==> config.mk <==
export PLATFORM = sky130hd
export DESIGN_NAME = edac16_flowthrough
export DESIGN_NICKNAME = d
export VERILOG_FILES = /design/src/rtl/edac16_pkg.sv /design/src/rtl/edac16_checkgen.sv /design/src/rtl/edac16_syngen.sv /design/src/rtl/edac16_decoder.sv /design/src/rtl/edac16_flowthrough.sv
export SDC_FILE = /design/constraint.sdc
export NUM_CORES = 1
export LEC_CHECK = 0
export ABC_CLOCK_PERIOD_IN_PS = 12670
export BUFFER_PORTS_ARGS = -buffer_cell sky130_fd_sc_hd__buf_2
export CORE_MARGIN = 2
export CORE_UTILIZATION = 50
export DETAILED_ROUTE_END_ITERATION = 6
export PLACE_DENSITY_LB_ADDON = 0.15
export SYNTH_ARGS = -nofsm -noshare
export SYNTH_HDL_FRONTEND = slang
export SYNTH_SLANG_ARGS = --single-unit
==> constraint.sdc <==
create_clock -name vclk -period 12.67
set_input_delay 2.534 -clock vclk [all_inputs]
set_output_delay 2.534 -clock vclk [all_outputs]
set_load 0.05 [all_outputs]
==> src/rtl/edac16_pkg.sv <==
package edac16_pkg;
  localparam int DATA_W  = 16;
  localparam int CHK_W   = 8;
  localparam int SHORT_W = 6;
  localparam logic [CHK_W-1:0] ODD_MASK  = 8'h8C;
  localparam logic [CHK_W-1:0] SHORT_KEEP = CHK_W'((1 << SHORT_W) - 1);

  // Syndrome column for each data bit: distinct, odd weight, and distinct in bits 5:0.
  function automatic logic [CHK_W-1:0] column(input int d);
    case (d)
      0: return 8'h0B;  1: return 8'h0E;  2: return 8'h38;  3: return 8'h1A;
      4: return 8'h0D;  5: return 8'h07;  6: return 8'h31;  7: return 8'h13;
      8: return 8'hE5;  9: return 8'hD6; 10: return 8'hEC; 11: return 8'hF2;
      12: return 8'hD5; 13: return 8'hE9; 14: return 8'hEA; 15: return 8'hF4;
      default: return '0;
    endcase
  endfunction

  // Data bits covered by one check bit (a row of the parity matrix).
  function automatic logic [DATA_W-1:0] row_mask(input int i);
    logic [DATA_W-1:0] m;
    logic [CHK_W-1:0]  c;
    m = '0;
    for (int d = 0; d < DATA_W; d++) begin
      c    = column(d);
      m[d] = c[i];
    end
    return m;
  endfunction
endpackage

==> src/rtl/edac16_checkgen.sv <==
module edac16_checkgen
  import edac16_pkg::*;
(
  input  logic [DATA_W-1:0] data,
  output logic [CHK_W-1:0]  check
);
  for (genvar i = 0; i < CHK_W; i++) begin : g_row
    localparam logic [DATA_W-1:0] MASK = row_mask(i);
    assign check[i] = (^(data & MASK)) ^ ODD_MASK[i];
  end
endmodule

==> src/rtl/edac16_syngen.sv <==
module edac16_syngen
  import edac16_pkg::*;
(
  input  logic [DATA_W-1:0] mem_data,
  input  logic [CHK_W-1:0]  mem_check,
  input  logic              short_mode,
  output logic [CHK_W-1:0]  syndrome
);
  logic [CHK_W-1:0] recomputed;
  logic [CHK_W-1:0] keep;

  edac16_checkgen u_regen (.data(mem_data), .check(recomputed));

  assign keep     = short_mode ? SHORT_KEEP : '1;
  assign syndrome = (mem_check ^ recomputed) & keep;

  always_comb begin

    short_hi_zero_chk: assert (!short_mode || syndrome[CHK_W-1:SHORT_W] == '0);
  end
endmodule

==> src/rtl/edac16_decoder.sv <==
module edac16_decoder
  import edac16_pkg::*;
(
  input  logic [CHK_W-1:0]  syndrome,
  input  logic              short_mode,
  input  logic              correct_en,
  input  logic [DATA_W-1:0] raw_data,
  output logic [DATA_W-1:0] data_out,
  output logic              cerr_n,
  output logic              uerr_n
);
  logic [DATA_W-1:0] hit_vec;
  logic              syn_zero;
  logic              syn_unit;
  logic              data_hit;
  logic              correctable;
  logic              uncorrectable;
  logic [CHK_W-1:0]  keep;

  assign keep = short_mode ? SHORT_KEEP : '1;

  for (genvar d = 0; d < DATA_W; d++) begin : g_col
    localparam logic [CHK_W-1:0] COL = column(d);
    assign hit_vec[d] = (syndrome == (COL & keep));
  end

  assign syn_zero      = (syndrome == '0);
  assign syn_unit      = $onehot(syndrome);
  assign data_hit      = |hit_vec;
  assign correctable   = syn_unit | data_hit;
  assign uncorrectable = !syn_zero && !correctable;

  assign data_out = correct_en ? (raw_data ^ hit_vec) : raw_data;
  assign cerr_n   = !correctable;
  assign uerr_n   = !uncorrectable;

  always_comb begin

    flags_excl_chk: assert (cerr_n || uerr_n);

    clean_noflag_chk: assert (!syn_zero || (cerr_n && uerr_n && data_out == raw_data));

    detect_pass_chk: assert (correct_en || data_out == raw_data);

    uncorr_pass_chk: assert (uerr_n || data_out == raw_data);

    one_flip_chk: assert (!(correct_en && data_hit) || $countones(data_out ^ raw_data) == 1);

    unique_hit_chk: assert ($onehot0(hit_vec));
  end
endmodule

==> src/rtl/edac16_flowthrough.sv <==
module edac16_flowthrough
  import edac16_pkg::*;
(
  input  logic [15:0] wr_data,
  output logic [7:0]  wr_check,
  input  logic [15:0] rd_data,
  input  logic [7:0]  rd_check,
  input  logic        short_mode,
  input  logic        correct_en,
  output logic [7:0]  rd_syndrome,
  output logic [15:0] out_data,
  output logic        cerr_n,
  output logic        uerr_n
);
  edac16_checkgen u_wgen (.data(wr_data), .check(wr_check));

  edac16_syngen u_syn (
    .mem_data(rd_data), .mem_check(rd_check), .short_mode(short_mode),
    .syndrome(rd_syndrome)
  );

  edac16_decoder u_dec (
    .syndrome(rd_syndrome), .short_mode(short_mode), .correct_en(correct_en),
    .raw_data(rd_data), .data_out(out_data), .cerr_n(cerr_n), .uerr_n(uerr_n)
  );
endmodule

Word-level counts from Yosys, hierarchy flattened
Index checks and enable logic that the tools add are counted.
{ "word_totals": {"regBits": 0, "out_inout_bits": 34, "in_bits": 42, "elab_cells": 56} }
{ "op_classes": {"muxes": 2, "n_eq_ne": 17, "addsub": 7, "n_bitwise": 10, "n_reduce_logical": 20} }
{ "op_table": {"columns": ["operator", "n"], "rows": [
  ["parity 16 bit", 14],
  ["== test 8 bit", 8],
  ["== test 8 x 4 -> 1 bit", 3],
  ["== test 8 x 5 -> 1 bit", 2],
  ["== test 8 x 6 -> 1 bit", 2],
  ["two-way mux 16 bit", 1],
  ["OR reduction 16 bit", 1],
  ["bitwise XOR 16 bit", 1],
  ["adder 1 x 1 -> 2 bit", 4],
  ["AND 8 bit", 1],
  ["== test 8 x 3 -> 1 bit", 1],
  ["zero test 8 bit", 1],
  ["two-way mux 8 bit", 1],
  ["bitwise XOR 8 bit", 1],
  ["adder 2 x 2 -> 3 bit", 2],
  ["inverter 1 bit", 6],
  ["adder 3 x 3 -> 4 bit", 1],
  ["== test 4 x 1 -> 1 bit (second input constant)", 1],
  ["zero test 1 bit", 3],
  ["logical AND 1 bit", 1],
  ["OR 1 bit", 1]
]} }

Longest topological paths before layout
{ "logic_depth": {"word_depth": 12, "ltp_mapped": 18, "ltp_nobuf": 18} }

By module
From an unflattened synthesis, not the netlist that was laid out.
{ "hier_totals": {"hier_cells": 185, "area_unflattened_um2": 1576.5} }
{ "modules_own_cells": {"columns": ["module", "seq_area_each_um2", "area_per_inst_um2", "cells_each", "n_inst"], "rows": [
  ["edac16_decoder", 0.0, 823.3, 112, 1],
  ["edac16_checkgen (u_wgen)", 0.0, 339.1, 33, 1],
  ["edac16_checkgen (u_syn.u_regen)", 0.0, 336.6, 30, 1],
  ["edac16_syngen", 0.0, 77.6, 10, 1]
]} }

Worst setup path after synthesis
Ideal clock, no wire load.
{ "synth_path": {"path_kind": "in2out", "start": "in rd_data[4]", "end": "out cerr_n", "setup_slack_ns": 2.443, "cell_stages": 17, "path_buffers": 1, "t_arrival_ns": 7.693, "cell_sequence": "buf_2 > xnor2_1 > xnor2_1 > xnor2_1 > xor2_1 > fa_1 > inv_1 > fa_1 > inv_1 > fa_1 > ha_1 > inv_1 > fa_1 > nand2_1 > nor2_1 > a221o_1 > nor3_1"} }
{ "synth_via": {"elab_cells_between_ends": 31, "classes_between": "add/sub: 4; eq/ne: 17; bitwise: 5; reduce/logical: 5"} }
{ "synth_lines": {"columns": ["element", "line_no", "rtl"], "rows": [
  ["start: declaration", "edac16_flowthrough.sv:6", "input logic [15:0] rd_data,"],
  ["parity 16 bit (*)", "edac16_checkgen.sv:9", "assign check[i] = (^(data & MASK)) ^ ODD_MASK[i];"],
  ["bitwise XOR 8 bit (*)", "edac16_syngen.sv:15", "assign syndrome = (mem_check ^ recomputed) & keep;"],
  ["AND 8 bit (*)", "edac16_syngen.sv:15", null],
  ["named net rd_syndrome[0]", "edac16_flowthrough.sv:10", "output logic [7:0] rd_syndrome,"],
  ["adder 1 x 1 -> 2 bit (implied by the code)", "edac16_decoder.sv:28", "assign syn_unit = $onehot(syndrome);"],
  ["adder 2 x 2 -> 3 bit (implied by the code)", "edac16_decoder.sv:28", null],
  ["adder 3 x 3 -> 4 bit (implied by the code)", "edac16_decoder.sv:28", null],
  ["== test 4 x 1 -> 1 bit", "edac16_decoder.sv:28", null],
  ["OR 1 bit (*)", "edac16_decoder.sv:30", "assign correctable = syn_unit | data_hit;"],
  ["zero test 1 bit (*)", "edac16_decoder.sv:34", "assign cerr_n = !correctable;"],
  ["end: declaration", "edac16_flowthrough.sv:12", "output logic cerr_n,"]
]} }
Mark *: on every way through the listed nets, which the timed path passes. The rest lies on a longest branch.

Worst setup path after layout
{ "layout_path": {"start": "in rd_data[14]", "end": "out uerr_n"} }
{ "layout_via": {"elab_chain_cells": 12, "elab_cells_between_ends": 39, "classes_between": "add/sub: 7; eq/ne: 17; bitwise: 5; reduce/logical: 10"} }
{ "layout_lines": {"columns": ["element", "line_no", "rtl"], "rows": [
  ["parity 16 bit", "edac16_checkgen.sv:9", null],
  ["inverter 1 bit (no line)", null, null],
  ["bitwise XOR 8 bit (*)", "edac16_syngen.sv:15", null],
  ["AND 8 bit (*)", "edac16_syngen.sv:15", null],
  ["adder 1 x 1 -> 2 bit (implied by the code)", "edac16_decoder.sv:28", null],
  ["adder 2 x 2 -> 3 bit (implied by the code)", "edac16_decoder.sv:28", null],
  ["adder 3 x 3 -> 4 bit (implied by the code)", "edac16_decoder.sv:28", null],
  ["== test 4 x 1 -> 1 bit", "edac16_decoder.sv:28", null],
  ["OR 1 bit", "edac16_decoder.sv:30", null],
  ["zero test 1 bit", "edac16_decoder.sv:31", "assign uncorrectable = !syn_zero && !correctable;"],
  ["logical AND 1 bit (*)", "edac16_decoder.sv:31", null],
  ["zero test 1 bit (*)", "edac16_decoder.sv:35", "assign uerr_n = !uncorrectable;"],
  ["end: declaration", "edac16_flowthrough.sv:13", "output logic uerr_n"]
]} }
Mark *: on every way between the ends. The rest lies on a longest branch, timed or not.

==> results.yml <==
min_path:
  holdPathStages: 3
  hold_class: "in2out"
sta:
  worst_pin_slew_ns: 0.517
  setup_tns_ns: 0
  min_period_over_period_pct: 76.5
  drv_slew: 0
  max_slew_margin_pct: 65.2
  max_freq_mhz: 103
  setup_violations: 0
  min_period_ns: 9.69
  rsz0062_at_grt: "no"
  hold_viol: 0
power_and_ir_drop:
  p_per_area_nw_per_um2: 243
  ir_worst_vdd_mv: 0.260
  finalPower_w: 0.000492
  leakage_nw: 0.946
yosys:
  netlist.area_leader.share_pct: 30.6
  synth_most_common_cell: "xnor2_1"
  ys_types: 38
  yosysWarningCount: 0
  syn_inst: 192
  synth_top_cells_by_area: "xnor2_1, xor2_1, xnor2_2"
  yosys.area.top_type: "xnor2_1"
  yosys-top-cells-count: "xnor2_1, xor2_1, inv_1, nand3_1, nor2_1"
  netlist_area_um2: 1610
  ys_seq_area_share_pct: 0
  synth.net_count: 245
  syn_avg_cell_area_um2: 8.36
floorplanning:
  core_um2: 3050
  ios: 76
  num_rows: 20
  initial_core_util_pct: 52.6
  die_area_um2: 3680
  die_x_um: 60.7
  die_h_um: 60.7
setup_path:
  slowest_delay_ns: 0.51
  cp_max_fo: 6
  worstPathRequired_ns: 10.14
  crit_slowest_cell: "fa_1"
  path_buf_inv: 6
  critPathTopFamily: "adder cells"
  worstPathCellList: "buf_2 > xnor2_2 > xnor3_1 > xnor2_2 > inv_2 > fa_1 > inv_1 > fa_1 > inv_1 > fa_1 > ha_1 > inv_1 > fa_1 > a21oi_1 > nor2_1 > a221o_1 > or4b_1 > buf_2"
  cp-end-kind: "output pin"
  startpoint_type: "input port"
  cp.depth: 18
  crit_type: "in2out"
  crit_path_frequent_cell: "fa_1"
  cp_data_arrival_time_ns: 7.16
clock_network:
  ctsResizeCount: 0
  cts_setup_buffers: 0
  hold_buffers: 0
drt:
  via_per_inst: 4.97
  vias: 1532
  first_pass_iters: 4
  drtAntennaViolNets: 0
  drt_wl_total_um: 3930
  remaining_drc_errors: 0
  wl_per_cell_um: 12.8
  drt_iter0_markers: 50
global_route:
  grt_pass1_wl_um: 6140
  gr-usage-met2_pct: 40.1
  overflow: 0
  grt_use_met1_pct: 28.7
  grt.total_usage_pct: 21.8
  antenna_found_initial: 0
  grt_start_max_net_pins: 12
  grt_pass1_vias: 1372
  grt_busiest_layer: "met2"
  grtUsageMet3_pct: 1.07
cells_and_area:
  insertedDiodeCount: 0
  area_growth_pct: 26.0
  seq_cells: 0
  fin_nets: 319
  nClkBuffers: 0
  nFillCells: 301
  drive_above_1_share_pct: 34.1
  ff_latch_area_um2: 0
place:
  hpwl_um: 3540
  place_congestion: 0.872
  port_buffers: 76
run:
  max_cap_viol_count: 0
run_status:
  status: "finished clean"
[cell usage in the layout (no fill, tap or decap), types with 5 or more instances in the layout]
| cell | synthesis | final |
|---|---|---|
| mux2i_1 | 5 | 5 |
| xor2_1 | 22 | 22 |
| xnor2_1 | 56 | 56 |
| xnor2_2 | 6 | 6 |
| buf_2 | 3 | 76 |
| nand2_1 | 5 | 5 |
| nor2_1 | 10 | 10 |
| inv_1 | 14 | 14 |
| ha_1 | 7 | 7 |
| o21ai_0 | 5 | 5 |
| nand3_1 | 10 | 10 |
[routing by layer]
layer  wire [um]  vias up
li1            -      781
met1        1660      697
met2        2020       50
met3         182        4
met4          62        0
met5           0        -
[cells by family after synthesis]
group | share of synthesized area [%]
adders and majority gates | 10.4
AOI/OAI and AO/OA | 9.35
and+or+nand+nor | 14.7
buffers and inverters | 4.68
xor gates and xnor gates | 57.1
muxes | 3.82
[where the power goes]
group	total, W	switching [W]	internal (W)
combinational	0.000492	0.000334	0.000158
clock	0	0	0
sequential	0	0	0
total	0.000492	0.000334	0.000158
[layout make-up]
class | count | area (um2) | area share [%]
inverters | 15 | 56.3 | 2.78
well taps | 44 | 55.1 | 2.72
multi-input cells | 173 | 1530 | 75.7
repair buffers | 76 | 380 | 18.8
[through the flow]
step	area, um2	hold slack [ns]	instances	utilization [%]	setup slack (ns)
2_1_floorplan	1610	5.34	192	-	2.44
3_3_place_gp	2020	5.44	308	66.2	3.05
3_5_place_dp	2020	5.44	308	66.2	2.97
4_1_cts	2020	5.44	308	66.2	2.96
5_1_grt	2020	5.46	308	66.2	2.64
6_report	2020	5.44	308	66.2	2.98
[path summary, 6_finish.rpt]
path | from | endpoint
max | rd_data[14] | uerr_n
min | wr_data[9] | wr_check[1]
(Power assumes the default switching activity.)
